**src/rtl/seg_xlate_pkg.sv**
```systemverilog
package seg_xlate_pkg;

    typedef enum logic [2:0] {
        ST_IDLE     = 3'd0,
        ST_ATTR_REQ = 3'd1,
        ST_ATTR_WT  = 3'd2,
        ST_BASE_REQ = 3'd3,
        ST_BASE_WT  = 3'd4,
        ST_RESP     = 3'd5
    } xl_state_e;

    typedef enum logic [2:0] {
        TRAP_NONE    = 3'd0,
        TRAP_SEGNUM  = 3'd1,
        TRAP_INVALID = 3'd2,
        TRAP_PERM    = 3'd3,
        TRAP_LENGTH  = 3'd4
    } trap_e;

    localparam logic [1:0] ACC_READ  = 2'd0;
    localparam logic [1:0] ACC_WRITE = 2'd1;
    localparam logic [1:0] ACC_EXEC  = 2'd2;

    localparam int unsigned WORD_W      = 32;
    localparam int unsigned DESC_BYTES  = 8;
    localparam int unsigned ATTR_BYTE   = 4;
    localparam int unsigned LEN_W       = 24;
    localparam int unsigned BIT_VALID   = 31;
    localparam int unsigned BIT_RD      = 30;
    localparam int unsigned BIT_WR      = 29;
    localparam int unsigned BIT_EX      = 28;

endpackage

```
**src/rtl/seg_tbl_regs.sv**
```systemverilog
module seg_tbl_regs #(
    parameter int unsigned ADDR_W = 32,
    parameter int unsigned SEG_W  = 8
) (
    input  logic              clk,
    input  logic              rst_n,
    input  logic              cfg_we,
    input  logic              cfg_sel,
    input  logic [ADDR_W-1:0] cfg_wdata,
    output logic [ADDR_W-1:0] tbl_origin_q,
    output logic [SEG_W:0]    tbl_count_q
);

    logic [ADDR_W-1:0] tbl_origin_d;
    logic [SEG_W:0]    tbl_count_d;

    always_comb begin
        tbl_origin_d = tbl_origin_q;
        tbl_count_d  = tbl_count_q;
        if (cfg_we) begin
            if (cfg_sel) tbl_count_d  = cfg_wdata[SEG_W:0];
            else         tbl_origin_d = cfg_wdata;
        end
    end

    always_ff @(posedge clk or negedge rst_n) begin
        if (!rst_n) begin
            tbl_origin_q <= '0;
            tbl_count_q  <= '0;
        end else begin
            tbl_origin_q <= tbl_origin_d;
            tbl_count_q  <= tbl_count_d;
        end
    end

endmodule

```
**src/rtl/seg_desc_check.sv**
```systemverilog
module seg_desc_check
    import seg_xlate_pkg::*;
#(
    parameter int unsigned OFF_W = 24
) (
    input  logic [WORD_W-1:0] attr_word,
    input  logic [1:0]        acc,
    input  logic [OFF_W-1:0]  off,
    output trap_e             trap
);

    localparam int unsigned CMP_W = (OFF_W > LEN_W) ? OFF_W : LEN_W;

    logic            perm_ok;
    logic [CMP_W-1:0] off_ext;
    logic [CMP_W-1:0] len_ext;
    logic            unused_attr_bits;

    assign unused_attr_bits = ^attr_word[BIT_EX-1:LEN_W];
    assign off_ext = CMP_W'(off);
    assign len_ext = CMP_W'(attr_word[LEN_W-1:0]);

    always_comb begin
        case (acc)
            ACC_READ:  perm_ok = attr_word[BIT_RD];
            ACC_WRITE: perm_ok = attr_word[BIT_WR];
            ACC_EXEC:  perm_ok = attr_word[BIT_EX];
            default:   perm_ok = 1'b0;
        endcase
    end

    always_comb begin
        if (!attr_word[BIT_VALID])  trap = TRAP_INVALID;
        else if (!perm_ok)          trap = TRAP_PERM;
        else if (off_ext >= len_ext) trap = TRAP_LENGTH;
        else                        trap = TRAP_NONE;
    end

endmodule

```
**src/rtl/seg_xlate.sv**
```systemverilog
module seg_xlate
    import seg_xlate_pkg::*;
#(
    parameter int unsigned ADDR_W = 32,
    parameter int unsigned SEG_W  = 8,
    parameter int unsigned OFF_W  = 24
) (
    input  logic              clk,
    input  logic              rst_n,
    input  logic              cfg_we,
    input  logic              cfg_sel,
    input  logic [ADDR_W-1:0] cfg_wdata,
    input  logic              req_valid,
    output logic              req_ready,
    input  logic [SEG_W-1:0]  req_seg,
    input  logic [OFF_W-1:0]  req_off,
    input  logic [1:0]        req_acc,
    output logic              mem_req_valid,
    input  logic              mem_req_ready,
    output logic [ADDR_W-1:0] mem_req_addr,
    input  logic              mem_rsp_valid,
    input  logic [WORD_W-1:0] mem_rsp_data,
    output logic              rsp_valid,
    input  logic              rsp_ready,
    output logic [ADDR_W-1:0] rsp_paddr,
    output logic [2:0]        rsp_trap
);

    localparam int unsigned DESC_SHIFT = $clog2(DESC_BYTES);

    typedef struct packed {
        xl_state_e         st;
        logic [SEG_W-1:0]  seg;
        logic [OFF_W-1:0]  off;
        logic [1:0]        acc;
        logic [ADDR_W-1:0] paddr;
        trap_e             trap;
    } ctx_t;

    ctx_t              ctx_d, ctx_q;
    logic [ADDR_W-1:0] tbl_origin;
    logic [SEG_W:0]    tbl_count;
    trap_e             desc_trap;
    logic [ADDR_W-1:0] desc_addr;

    seg_tbl_regs #(.ADDR_W(ADDR_W), .SEG_W(SEG_W)) u_regs (
        .clk          (clk),
        .rst_n        (rst_n),
        .cfg_we       (cfg_we),
        .cfg_sel      (cfg_sel),
        .cfg_wdata    (cfg_wdata),
        .tbl_origin_q (tbl_origin),
        .tbl_count_q  (tbl_count)
    );

    seg_desc_check #(.OFF_W(OFF_W)) u_check (
        .attr_word (mem_rsp_data),
        .acc       (ctx_q.acc),
        .off       (ctx_q.off),
        .trap      (desc_trap)
    );

    assign desc_addr = tbl_origin + (ADDR_W'(ctx_q.seg) << DESC_SHIFT);

    always_comb begin
        ctx_d = ctx_q;
        case (ctx_q.st)
            ST_IDLE: begin
                if (req_valid) begin
                    ctx_d.seg   = req_seg;
                    ctx_d.off   = req_off;
                    ctx_d.acc   = req_acc;
                    ctx_d.paddr = '0;
                    if ({1'b0, req_seg} >= tbl_count) begin
                        ctx_d.trap = TRAP_SEGNUM;
                        ctx_d.st   = ST_RESP;
                    end else begin
                        ctx_d.trap = TRAP_NONE;
                        ctx_d.st   = ST_ATTR_REQ;
                    end
                end
            end
            ST_ATTR_REQ: if (mem_req_ready) ctx_d.st = ST_ATTR_WT;
            ST_ATTR_WT: begin
                if (mem_rsp_valid) begin
                    if (desc_trap != TRAP_NONE) begin
                        ctx_d.trap = desc_trap;
                        ctx_d.st   = ST_RESP;
                    end else begin
                        ctx_d.st   = ST_BASE_REQ;
                    end
                end
            end
            ST_BASE_REQ: if (mem_req_ready) ctx_d.st = ST_BASE_WT;
            ST_BASE_WT: begin
                if (mem_rsp_valid) begin
                    ctx_d.paddr = ADDR_W'(mem_rsp_data) + ADDR_W'(ctx_q.off);
                    ctx_d.st    = ST_RESP;
                end
            end
            ST_RESP: if (rsp_ready) ctx_d.st = ST_IDLE;
            default: ctx_d.st = ST_IDLE;
        endcase
    end

    always_ff @(posedge clk or negedge rst_n) begin
        if (!rst_n) ctx_q <= '0;
        else        ctx_q <= ctx_d;
    end

    assign req_ready     = (ctx_q.st == ST_IDLE);
    assign mem_req_valid = (ctx_q.st == ST_ATTR_REQ) || (ctx_q.st == ST_BASE_REQ);
    assign mem_req_addr  = (ctx_q.st == ST_ATTR_REQ) ? desc_addr + ADDR_W'(ATTR_BYTE)
                                                     : desc_addr;
    assign rsp_valid     = (ctx_q.st == ST_RESP);
    assign rsp_paddr     = ctx_q.paddr;
    assign rsp_trap      = ctx_q.trap;

endmodule

```
**config.mk**
```make
export PLATFORM = sky130hd
export DESIGN_NAME = seg_xlate
export DESIGN_NICKNAME = d
export VERILOG_FILES = /design/src/rtl/seg_xlate_pkg.sv /design/src/rtl/seg_tbl_regs.sv /design/src/rtl/seg_desc_check.sv /design/src/rtl/seg_xlate.sv
export SDC_FILE = /design/constraint.sdc
export NUM_CORES = 1
export LEC_CHECK = 0
export ABC_AREA = 1
export BUFFER_PORTS_ARGS = -buffer_cell sky130_fd_sc_hd__buf_2
export CAP_MARGIN = 20
export CORE_MARGIN = 1
export CORE_UTILIZATION = 49
export CTS_CLUSTER_DIAMETER = 50
export DETAILED_ROUTE_END_ITERATION = 7
export PLACE_DENSITY_LB_ADDON = 0.08
export SYNTH_ARGS = -nofsm -noshare
export SYNTH_HDL_FRONTEND = slang
export SYNTH_SLANG_ARGS = --single-unit
```
**constraint.sdc**
```tcl
create_clock -name clk -period 7.4 [get_ports clk]
set_clock_uncertainty 0.15 [all_clocks]
set_input_delay 0.74 -clock clk [delete_from_list [all_inputs] [get_ports clk]]
set_output_delay 0.74 -clock clk [all_outputs]
set_load 0.03 [all_outputs]
```
==> impl_metrics.csv, run 1 <==
group,metric,value,unit
clock_network,cts_tree,"done",
finish,fill_cells,1884,
grt,grt_first_pass_wirelength,42900,µm
placed_design,port_buffers,175,
outcome,run_status,"finished clean",
clock_network,post_cts.resized_instances,0,
drt,detailedRoute.firstPassIterationCount,5,
placed_design,place.detailed.hpwl,20800,µm
clock_network,cts_max_path_buffers,2,
pwr,power_per_cell_area,376,nW/µm²
grt,maximum_number_of_pins_on_one_net_before_global_route_repair,70,
die,fp.coreArea,18700,µm²
grt,grtUsageTotal,27.7,%
pwr,power.net_switching,2.00,mW
grt,grt_overflow_total,0,
clock_network,post_cts_buffers,0,
yosys,yosys_most_used_dff,"sky130_fd_sc_hd__dfrtp_1",
timing,max_freq,238,MHz
pwr,share_seq_of_total_power,23.8,%
pwr,leakage,6.15,nW
finish,post_route_cells_drive_above_1_share,16.1,%
drt,drcViolationCount,0,
die,die_width,140,µm
timing,fin_tns_setup,0,ns
pwr,share_of_total_power_in_combinational_logic,53.2,%
die,start_util,49.9,%
yosys,synth_enable_flop_cells,0,
pwr,peakVddDrop,0.000244,V
drt,via_density_per_instance,5.06,
timing,post_route_fraction_of_the_period_consumed_by_the_critical_path,56.7,%
timing,slew-limit-headroom,31.3,%
critical_path,worst-path-max-fanout,4,
clock_network,max_h_tree_level,4,
yosys,yosys_warnings,0,
drt,final_antenna_net_count,0,
placed_design,place.gp.congestion,0.910,
hold_path,worstHoldPathType,"in2async",
yosys,synthArstFlopShare,100,%
critical_path,regToRegStartpoint,"ctx_q[39]",
finish,final_nets,1750,
yosys,yosysSeqAreaShare,30.3,%
critical_path,critical_path_start_type,"flop",
finish,mostFrequentLayoutCells,"sky130_fd_sc_hd__nand2_1 (457), sky130_fd_sc_hd__inv_1 (222), sky130_fd_sc_hd__buf_2 (174)",
yosys,synth-seq-cells,113,
timing,grt_setup_unrepaired,"false",
clock_network,cts.sinks,113,
clock_network,worstSkewPairLatency,0.43,ns
flow_run,max-cap-violations,0,
critical_path,worstSetupPathType,"reg2out",
pwr,sw_frac_of_total,49.1,%
drt,detailroute.via_count,9235,
critical_path,startpoint,"u_regs.tbl_origin_q[3]",
timing,worstMarginPinSlew,1.03,ns
grt,first_global_vias,8501,
critical_path,cp_data_arrival_time,3.30,ns
clock_network,clock_slew_seen_by_the_registers_of_the_worst_setup_and_hold_paths,0.06,ns
pwr,pwr-share-clk,23.0,%
yosys,postSynthNetCount,1609,
timing,timing.hold.ws,0.180,ns
critical_path,cp-end-kind,"primary output",
yosys,synth_area,9340,µm²
pwr,internal_power,2.08,mW
finish,area_delta_synth_final,16.2,%
drt,drt-initial-drc-count,610,
critical_path,worst-endpoint-required,6.51,ns
drt,avgRoutedWirePerCell,14.4,µm
timing,finalCriticalPeriod,4.19,ns
finish,utilization,58.0,%
timing,drv_slew,0,
die,floorplan.io_pins,176,
yosys,synthesis.instances,1436,
die,floorplan.die.height,140,µm
yosys,syn_avg_cell_area,6.50,µm²
finish,layout_commonest_cell,"sky130_fd_sc_hd__nand2_1",
clock_network,numCtsBuffers,17,
clock_network,clockRootBuffer,"sky130_fd_sc_hd__clkbuf_16",
timing,report.final.setup_viol,0,
yosys,synth.lib_cells_used.distinct,45,
drt,postRouteWirelength,26300,µm
die,rows,50,
timing,finalHoldViolCount,0,
die,design.die.area,19600,µm²
clock_network,post_cts_hold_buffer_count,0,
grt,initial_antenna_violation_count,0,
[Yosys cell counts, types with 2 or more instances]
library cell	count	area, µm²
sky130_fd_sc_hd__nand2_1	458	1720
sky130_fd_sc_hd__inv_1	222	833
sky130_fd_sc_hd__nor2_1	139	522
sky130_fd_sc_hd__dfrtp_1	113	2830
sky130_fd_sc_hd__nand3_1	85	425
sky130_fd_sc_hd__a21oi_1	80	400
sky130_fd_sc_hd__o21ai_0	80	400
sky130_fd_sc_hd__ha_1	65	813
sky130_fd_sc_hd__buf_4	37	278
sky130_fd_sc_hd__xor2_1	22	193
sky130_fd_sc_hd__clkbuf_1	18	67.6
sky130_fd_sc_hd__nor3_1	18	90.1
sky130_fd_sc_hd__nand4_1	14	87.6
sky130_fd_sc_hd__nor2_2	12	75.1
sky130_fd_sc_hd__nand3b_1	8	60.1
sky130_fd_sc_hd__mux2_2	7	78.8
sky130_fd_sc_hd__inv_2	5	18.8
sky130_fd_sc_hd__nand2_2	5	31.3
sky130_fd_sc_hd__nor2_4	5	56.3
sky130_fd_sc_hd__a21o_1	4	30.0
sky130_fd_sc_hd__o211ai_1	4	30.0
sky130_fd_sc_hd__o21bai_1	4	30.0
sky130_fd_sc_hd__o21ai_1	3	15.0
sky130_fd_sc_hd__xnor2_1	3	26.3
sky130_fd_sc_hd__a31oi_1	2	12.5
sky130_fd_sc_hd__fa_1	2	40.0
sky130_fd_sc_hd__nand3_2	2	20.0
sky130_fd_sc_hd__or2_2	2	12.5
[critical path, stage by stage, from the launching register on]
cell and delay [ns]:
sky130_fd_sc_hd__dfrtp_1 0.35, sky130_fd_sc_hd__ha_1 0.22, sky130_fd_sc_hd__inv_1 0.07, sky130_fd_sc_hd__fa_1 0.39, sky130_fd_sc_hd__inv_1 0.10, sky130_fd_sc_hd__nand2_1 0.07, sky130_fd_sc_hd__nand2_1 0.11, sky130_fd_sc_hd__nand2_1 0.10
sky130_fd_sc_hd__or2_0 0.21, sky130_fd_sc_hd__nand2_1 0.11, sky130_fd_sc_hd__inv_1 0.10, sky130_fd_sc_hd__nor2_1 0.10, sky130_fd_sc_hd__nand2_1 0.10, sky130_fd_sc_hd__nor2_2 0.20, sky130_fd_sc_hd__nand2_1 0.13, sky130_fd_sc_hd__nor2_1 0.13
sky130_fd_sc_hd__xor2_1 0.18, sky130_fd_sc_hd__inv_1 0.05, sky130_fd_sc_hd__buf_2 0.17
[logic make-up after synthesis]
| logic type | synth area share [%] |
|---|---|
| adders and majority gates | 9.14 |
| AOI/OAI and AO/OA | 10.3 |
| xor gates and xnor gates | 2.35 |
| muxes | 0.844 |
| DFF | 30.3 |
| and+or+nand+nor | 34.0 |
| buffers and inverters | 13.0 |
[state kept, by name (all words and copies together), names as in the netlist]
register             cells
u_regs.tbl_count_q       9
rsp_trap                 3
rsp_paddr               32
ctx_q                   37
u_regs.tbl_origin_q     32
[path summary, 6_finish.rpt]
check                                   end  slack [ns]  cells past startpoint
max                        mem_req_addr[18]        3.21                     18
min                               ctx_q[45]        0.18                      1
max reg2reg                   rsp_paddr[23]        4.76                     13
min reg2reg                   rsp_paddr[17]        0.32                      2
max in group asynchronous         ctx_q[66]        5.58                      2
min in group clk              rsp_paddr[17]        0.32                      2
[power groups by stage]
| stage | sequential, mW | combinational [mW] | clock, mW |
|---|---|---|---|
| 5_1_grt | 0.996 | 2.42 | 0.982 |
| 4_1_cts | 0.970 | 2.16 | 0.952 |
| 3_5_place_dp | 0.978 | 2.14 | 0 |
| 3_3_place_gp | 0.977 | 2.12 | 0 |
| 2_1_floorplan | 0.931 | 1.68 | 0 |
| 6_report | 0.969 | 2.17 | 0.938 |
[per-layer routing]
metal,track usage [%],vias to the layer above,share of wire (%)
met5,0,-,0
met4,5.67,0,1.1
met3,5.03,20,7.0
met2,41.9,307,43
met1,41.1,4158,49
li1,-,4750,-
[metrics by stage]
stage / std cells / area [µm²] / setup WS (ns) / power [mW]
6_report: 1825 / 10900 / 3.21 / 4.08
5_1_grt: 1824 / 10800 / 2.85 / 4.40
4_1_cts: 1824 / 10800 / 3.23 / 4.08
3_5_place_dp: 1792 / 10200 / 3.70 / 3.12
3_3_place_gp: 1792 / 10200 / 3.76 / 3.10
2_1_floorplan: 1436 / 9340 / 3.89 / 2.61
[layout make-up]
class / instances / area, µm² / share of cell area [%]
clock inverter: 14 / 225 / 2.08
clock buffer: 18 / 439 / 4.05
timing repair buffer: 180 / 916 / 8.44
inverter: 227 / 852 / 7.85
antenna: 1 / 2.50 / 0.0231
tap: 234 / 293 / 2.70
sequential: 113 / 2830 / 26.1
multi-input combinational: 1038 / 5300 / 48.8
Power figures use the tool's default switching activity.
==> inputs of run 2 (changes only) <==
Settings changed: ABC_AREA 1 to 0.
Clock period 7.4 ns to 3.5 ns, I/O delays scaled along.
==> run 2 against run 1 <==
The run now ends with setup timing left. Sequential share of layout area fell by 1.5 points. Design area rose by 6.2%. Synthesized cell count fell by 31%. Global-route usage is 0.55 points lower. First-iteration DRC count down 34%. Die area shrank 9.0%. Clock power increased by 82%. Largest power group unchanged.
==> impl_metrics.csv, run 2 <==
group,metric,value,unit
hold_path,timing.hold.worst.start,"req_off[21]",
pwr,power_per_cell_area,818,nW/µm²
timing,fin_tns_setup,-9.48,ns
outcome,run_status,"finished, violations left",
yosys,yosys_warnings,0,
critical_path,worst-path-max-fanout,4,
finish,layout_commonest_cell,"sky130_fd_sc_hd__nand2_1",
grt,use_met1,37.6,%
critical_path,crit_path_frequent_cell,"sky130_fd_sc_hd__buf_6",
finish,seqCellArea,2830,µm²
critical_path,cp-end-kind,"primary output",
yosys,syn_avg_cell_area,8.56,µm²
grt,grt_util_met2,42.9,%
critical_path,critical_path_start_type,"flop",
clock_network,cts_tree,"done",
finish,area_delta_synth_final,35.9,%
yosys,synth-seq-cells,113,
clock_network,clock_slew_seen_by_the_registers_of_the_worst_setup_and_hold_paths,0.06,ns
grt,grtUsageMet3,4.83,%
drt,via_density_per_instance,5.26,
drt,detailedRoute.firstPassIterationCount,5,
critical_path,worstSetupPathType,"reg2out",
yosys,synth_area,8480,µm²
critical_path,worst-endpoint-required,3.00,ns
yosys,yosys_most_used_dff,"sky130_fd_sc_hd__dfrtp_1",
finish,largest-register,"ctx_q",
die,fp.coreArea,16800,µm²
placed_design,place.detailed.hpwl,17300,µm
timing,worst_slack,-0.624,ns
clock_network,cts_max_path_buffers,2,
yosys,synthMostInstantiatedCell,"sky130_fd_sc_hd__nand2_1",
timing,drv_slew,0,
critical_path,regToRegStartpoint,"ctx_q[41]",
critical_path,cp_data_arrival_time,3.62,ns
flow_run,max-cap-violations,0,
drt,detailroute.via_count,7769,
drt,postRouteWirelength,24000,µm
grt,maximum_number_of_pins_on_one_net_before_global_route_repair,61,
clock_network,numCtsBuffers,17,
timing,slew-limit-headroom,45.0,%
pwr,leakage,5.60,nW
outcome,violations,"setup timing",
clock_network,worstSkewPairLatency,0.43,ns
die,rows,47,
yosys,yosys.area.top_type,"sky130_fd_sc_hd__dfrtp_1",
clock_network,max_h_tree_level,4,
hold_path,hold-path-endpoint,"ctx_q[58]",
pwr,peakVddDrop,0.000421,V
finish,mostFrequentLayoutCells,"sky130_fd_sc_hd__nand2_1 (175), sky130_fd_sc_hd__buf_2 (153), sky130_fd_sc_hd__dfrtp_1 (113)",
die,die_width,134,µm
critical_path,cp_cell_sequence,"ha_2, inv_2, fa_2, and2b_1, o211ai_1, buf_4, a21oi_2, buf_6, buf_6, nand3b_1, o211ai_1, nand3_1, buf_6, nor4_4, nand3_2, xnor2_4, buf_6",
timing,finalCriticalPeriod,4.12,ns
grt,initial_antenna_violation_count,0,
critical_path,crit_path_top_delay_cell,"sky130_fd_sc_hd__nor4_4",
yosys,yosysSeqAreaShare,33.3,%
die,floorplan.die.height,134,µm
yosys,postSynthNetCount,1164,
timing,max_freq,243,MHz
drt,drt-initial-drc-count,401,
drt,final_antenna_net_count,0,
timing,worstMarginPinSlew,0.824,ns
yosys,netlist_top_cells_count,"sky130_fd_sc_hd__nand2_1 (184), sky130_fd_sc_hd__dfrtp_1 (113), sky130_fd_sc_hd__ha_1 (65)",
die,floorplan.io_pins,176,
yosys,yosys-top-cells-area,"sky130_fd_sc_hd__dfrtp_1 (33%), sky130_fd_sc_hd__ha_1 (9.6%), sky130_fd_sc_hd__nand2_1 (8.1%)",
timing,finalHoldViolCount,0,
placed_design,place.gp.congestion,0.868,
yosys,synthArstFlopShare,100,%
die,start_util,50.6,%
timing,grt_setup_unrepaired,"true",
die,design.die.area,17800,µm²
yosys,synthesis.instances,991,
finish,area_occupied_by_multi_input_gates,5490,µm²
grt,first_global_vias,7535,
placed_design,post-place-ws,-0.303,ns
critical_path,reg2reg_depth,10,
critical_path,crit_buf_inv,6,
critical_path,r2r_setup_slack,0.31,ns
yosys,yosys_top_cell_area_share,33.3,%
grt,grt_busiest_layer,"met2",
critical_path,reg2reg_to,"rsp_paddr[31]",
finish,final_nets,1416,
clock_network,clockRootBuffer,"sky130_fd_sc_hd__clkbuf_16",
clock_network,cts.sinks,113,
timing,report.final.setup_viol,22,
grt,grt_first_pass_wirelength,37900,µm
finish,largest_reg_flops,37,
yosys,synth_enable_flop_cells,0,
grt,grt_overflow_total,0,
grt,grtUsageTotal,27.2,%
hold_path,worstHoldPathType,"in2reg",
timing,post_route_fraction_of_the_period_consumed_by_the_critical_path,118,%
finish,utilization,68.8,%
critical_path,critical_path.top_delay_family,"simple AND/OR/NAND/NOR gates",
critical_path,critical_path.max_stage_delay,0.36,ns
placed_design,port_buffers,175,
finish,fill_cells,1369,
drt,drcViolationCount,0,
yosys,synth.lib_cells_used.distinct,79,
hold_path,hold_critical_path_depth,3,
finish,post_route_cells_drive_above_1_share,33.7,%
drt,avgRoutedWirePerCell,16.2,µm
[run 2: changes by cell type in the layout (fill, tap and decap cells not counted), moves of 35 or more]
| cell | delta |
|---|---|
| sky130_fd_sc_hd__a21oi_1 | -35 |
| sky130_fd_sc_hd__buf_4 | +84 |
| sky130_fd_sc_hd__dlygate4sd3_1 | +38 |
| sky130_fd_sc_hd__inv_1 | -163 |
| sky130_fd_sc_hd__nand2_1 | -282 |
| sky130_fd_sc_hd__nand3_1 | -67 |
| sky130_fd_sc_hd__nor2_1 | -92 |
[run 2: kinds of logic (layout without fill, tap and decap cells)]
logic type	Yosys count	after routing	synth area share, %
buffers and inverters	136	401	7.88
other	0	1	0
DFF	113	113	33.3
adders and majority gates	67	67	10.1
xor gates and xnor gates	76	76	7.94
and+or+nand+nor	363	363	20.4
AOI/OAI and AO/OA	191	191	14.5
muxes	45	45	5.93
[run 2: area by class of cell]
cell class | instances | area share (%)
flip-flops and latches | 113 | 24.5
diodes | 1 | 0.0217
clock buffers | 22 | 4.03
clock inverters | 10 | 0.955
inverters | 61 | 1.99
well taps | 220 | 2.39
repair buffers | 308 | 18.4
multi-input cells | 742 | 47.7
[run 2: worst max-delay path by stage]
stage | start | to | depth (start not counted)
after global routing | u_regs.tbl_origin_q[3] | mem_req_addr[31] | 17
after CTS | ctx_q[61] | mem_req_addr[27] | 13
after global placement | ctx_q[61] | mem_req_addr[26] | 13
final | u_regs.tbl_origin_q[3] | mem_req_addr[31] | 17
after floorplan | u_regs.tbl_origin_q[3] | mem_req_addr[22] | 12
after detailed placement | u_regs.tbl_origin_q[3] | mem_req_addr[22] | 13
[run 2: worst reg2reg max path, stage by stage, from the launching register on]
cell,delay (ns)
sky130_fd_sc_hd__dfrtp_1,0.40
sky130_fd_sc_hd__ha_1,0.39
sky130_fd_sc_hd__inv_1,0.08
sky130_fd_sc_hd__a221oi_1,0.37
sky130_fd_sc_hd__a21oi_1,0.17
sky130_fd_sc_hd__nor4b_1,0.66
sky130_fd_sc_hd__o211ai_1,0.18
sky130_fd_sc_hd__o221ai_1,0.21
sky130_fd_sc_hd__or3_1,0.22
sky130_fd_sc_hd__nor3_1,0.06
sky130_fd_sc_hd__a211oi_1,0.20
[run 2: routing by layer]
layer / part of all wire (%) / wire length (µm)
met5: 0 / 0
met4: 1.6 / 384
met3: 4.5 / 1090
met2: 46 / 11100
met1: 48 / 11400
[run 2: through the flow]
stage / cell area [µm²] / std cells / hold WS (ns) / power (mW)
after floorplan: 8670 / 991 / -0.0956 / 5.77
after global placement: 10000 / 1394 / 0.306 / 7.13
after detailed placement: 10000 / 1394 / 0.315 / 7.17
after CTS: 11200 / 1470 / 0.00406 / 9.16
after global routing: 11500 / 1476 / 0.00338 / 10.1
final: 11500 / 1477 / 0.00960 / 9.43
[run 2: what timing repair did]
item | in CTS | in global routing
setup endpoints to repair | 21 | 23
setup buffers | 6 | 8
hold buffers | 38 | 0
resized for setup | 44 | 68
pin swaps | 20 | 26
hold endpoints to repair | 95 | 0
[run 2: report_power, final]
part	switching, mW	internal [mW]	leakage (nW)	total, mW
Sequential	0.334	1.77	1.41	2.10
Combinational	3.35	2.27	3.91	5.62
Clock	0.632	1.08	0.272	1.71
Total	4.31	5.12	5.60	9.43
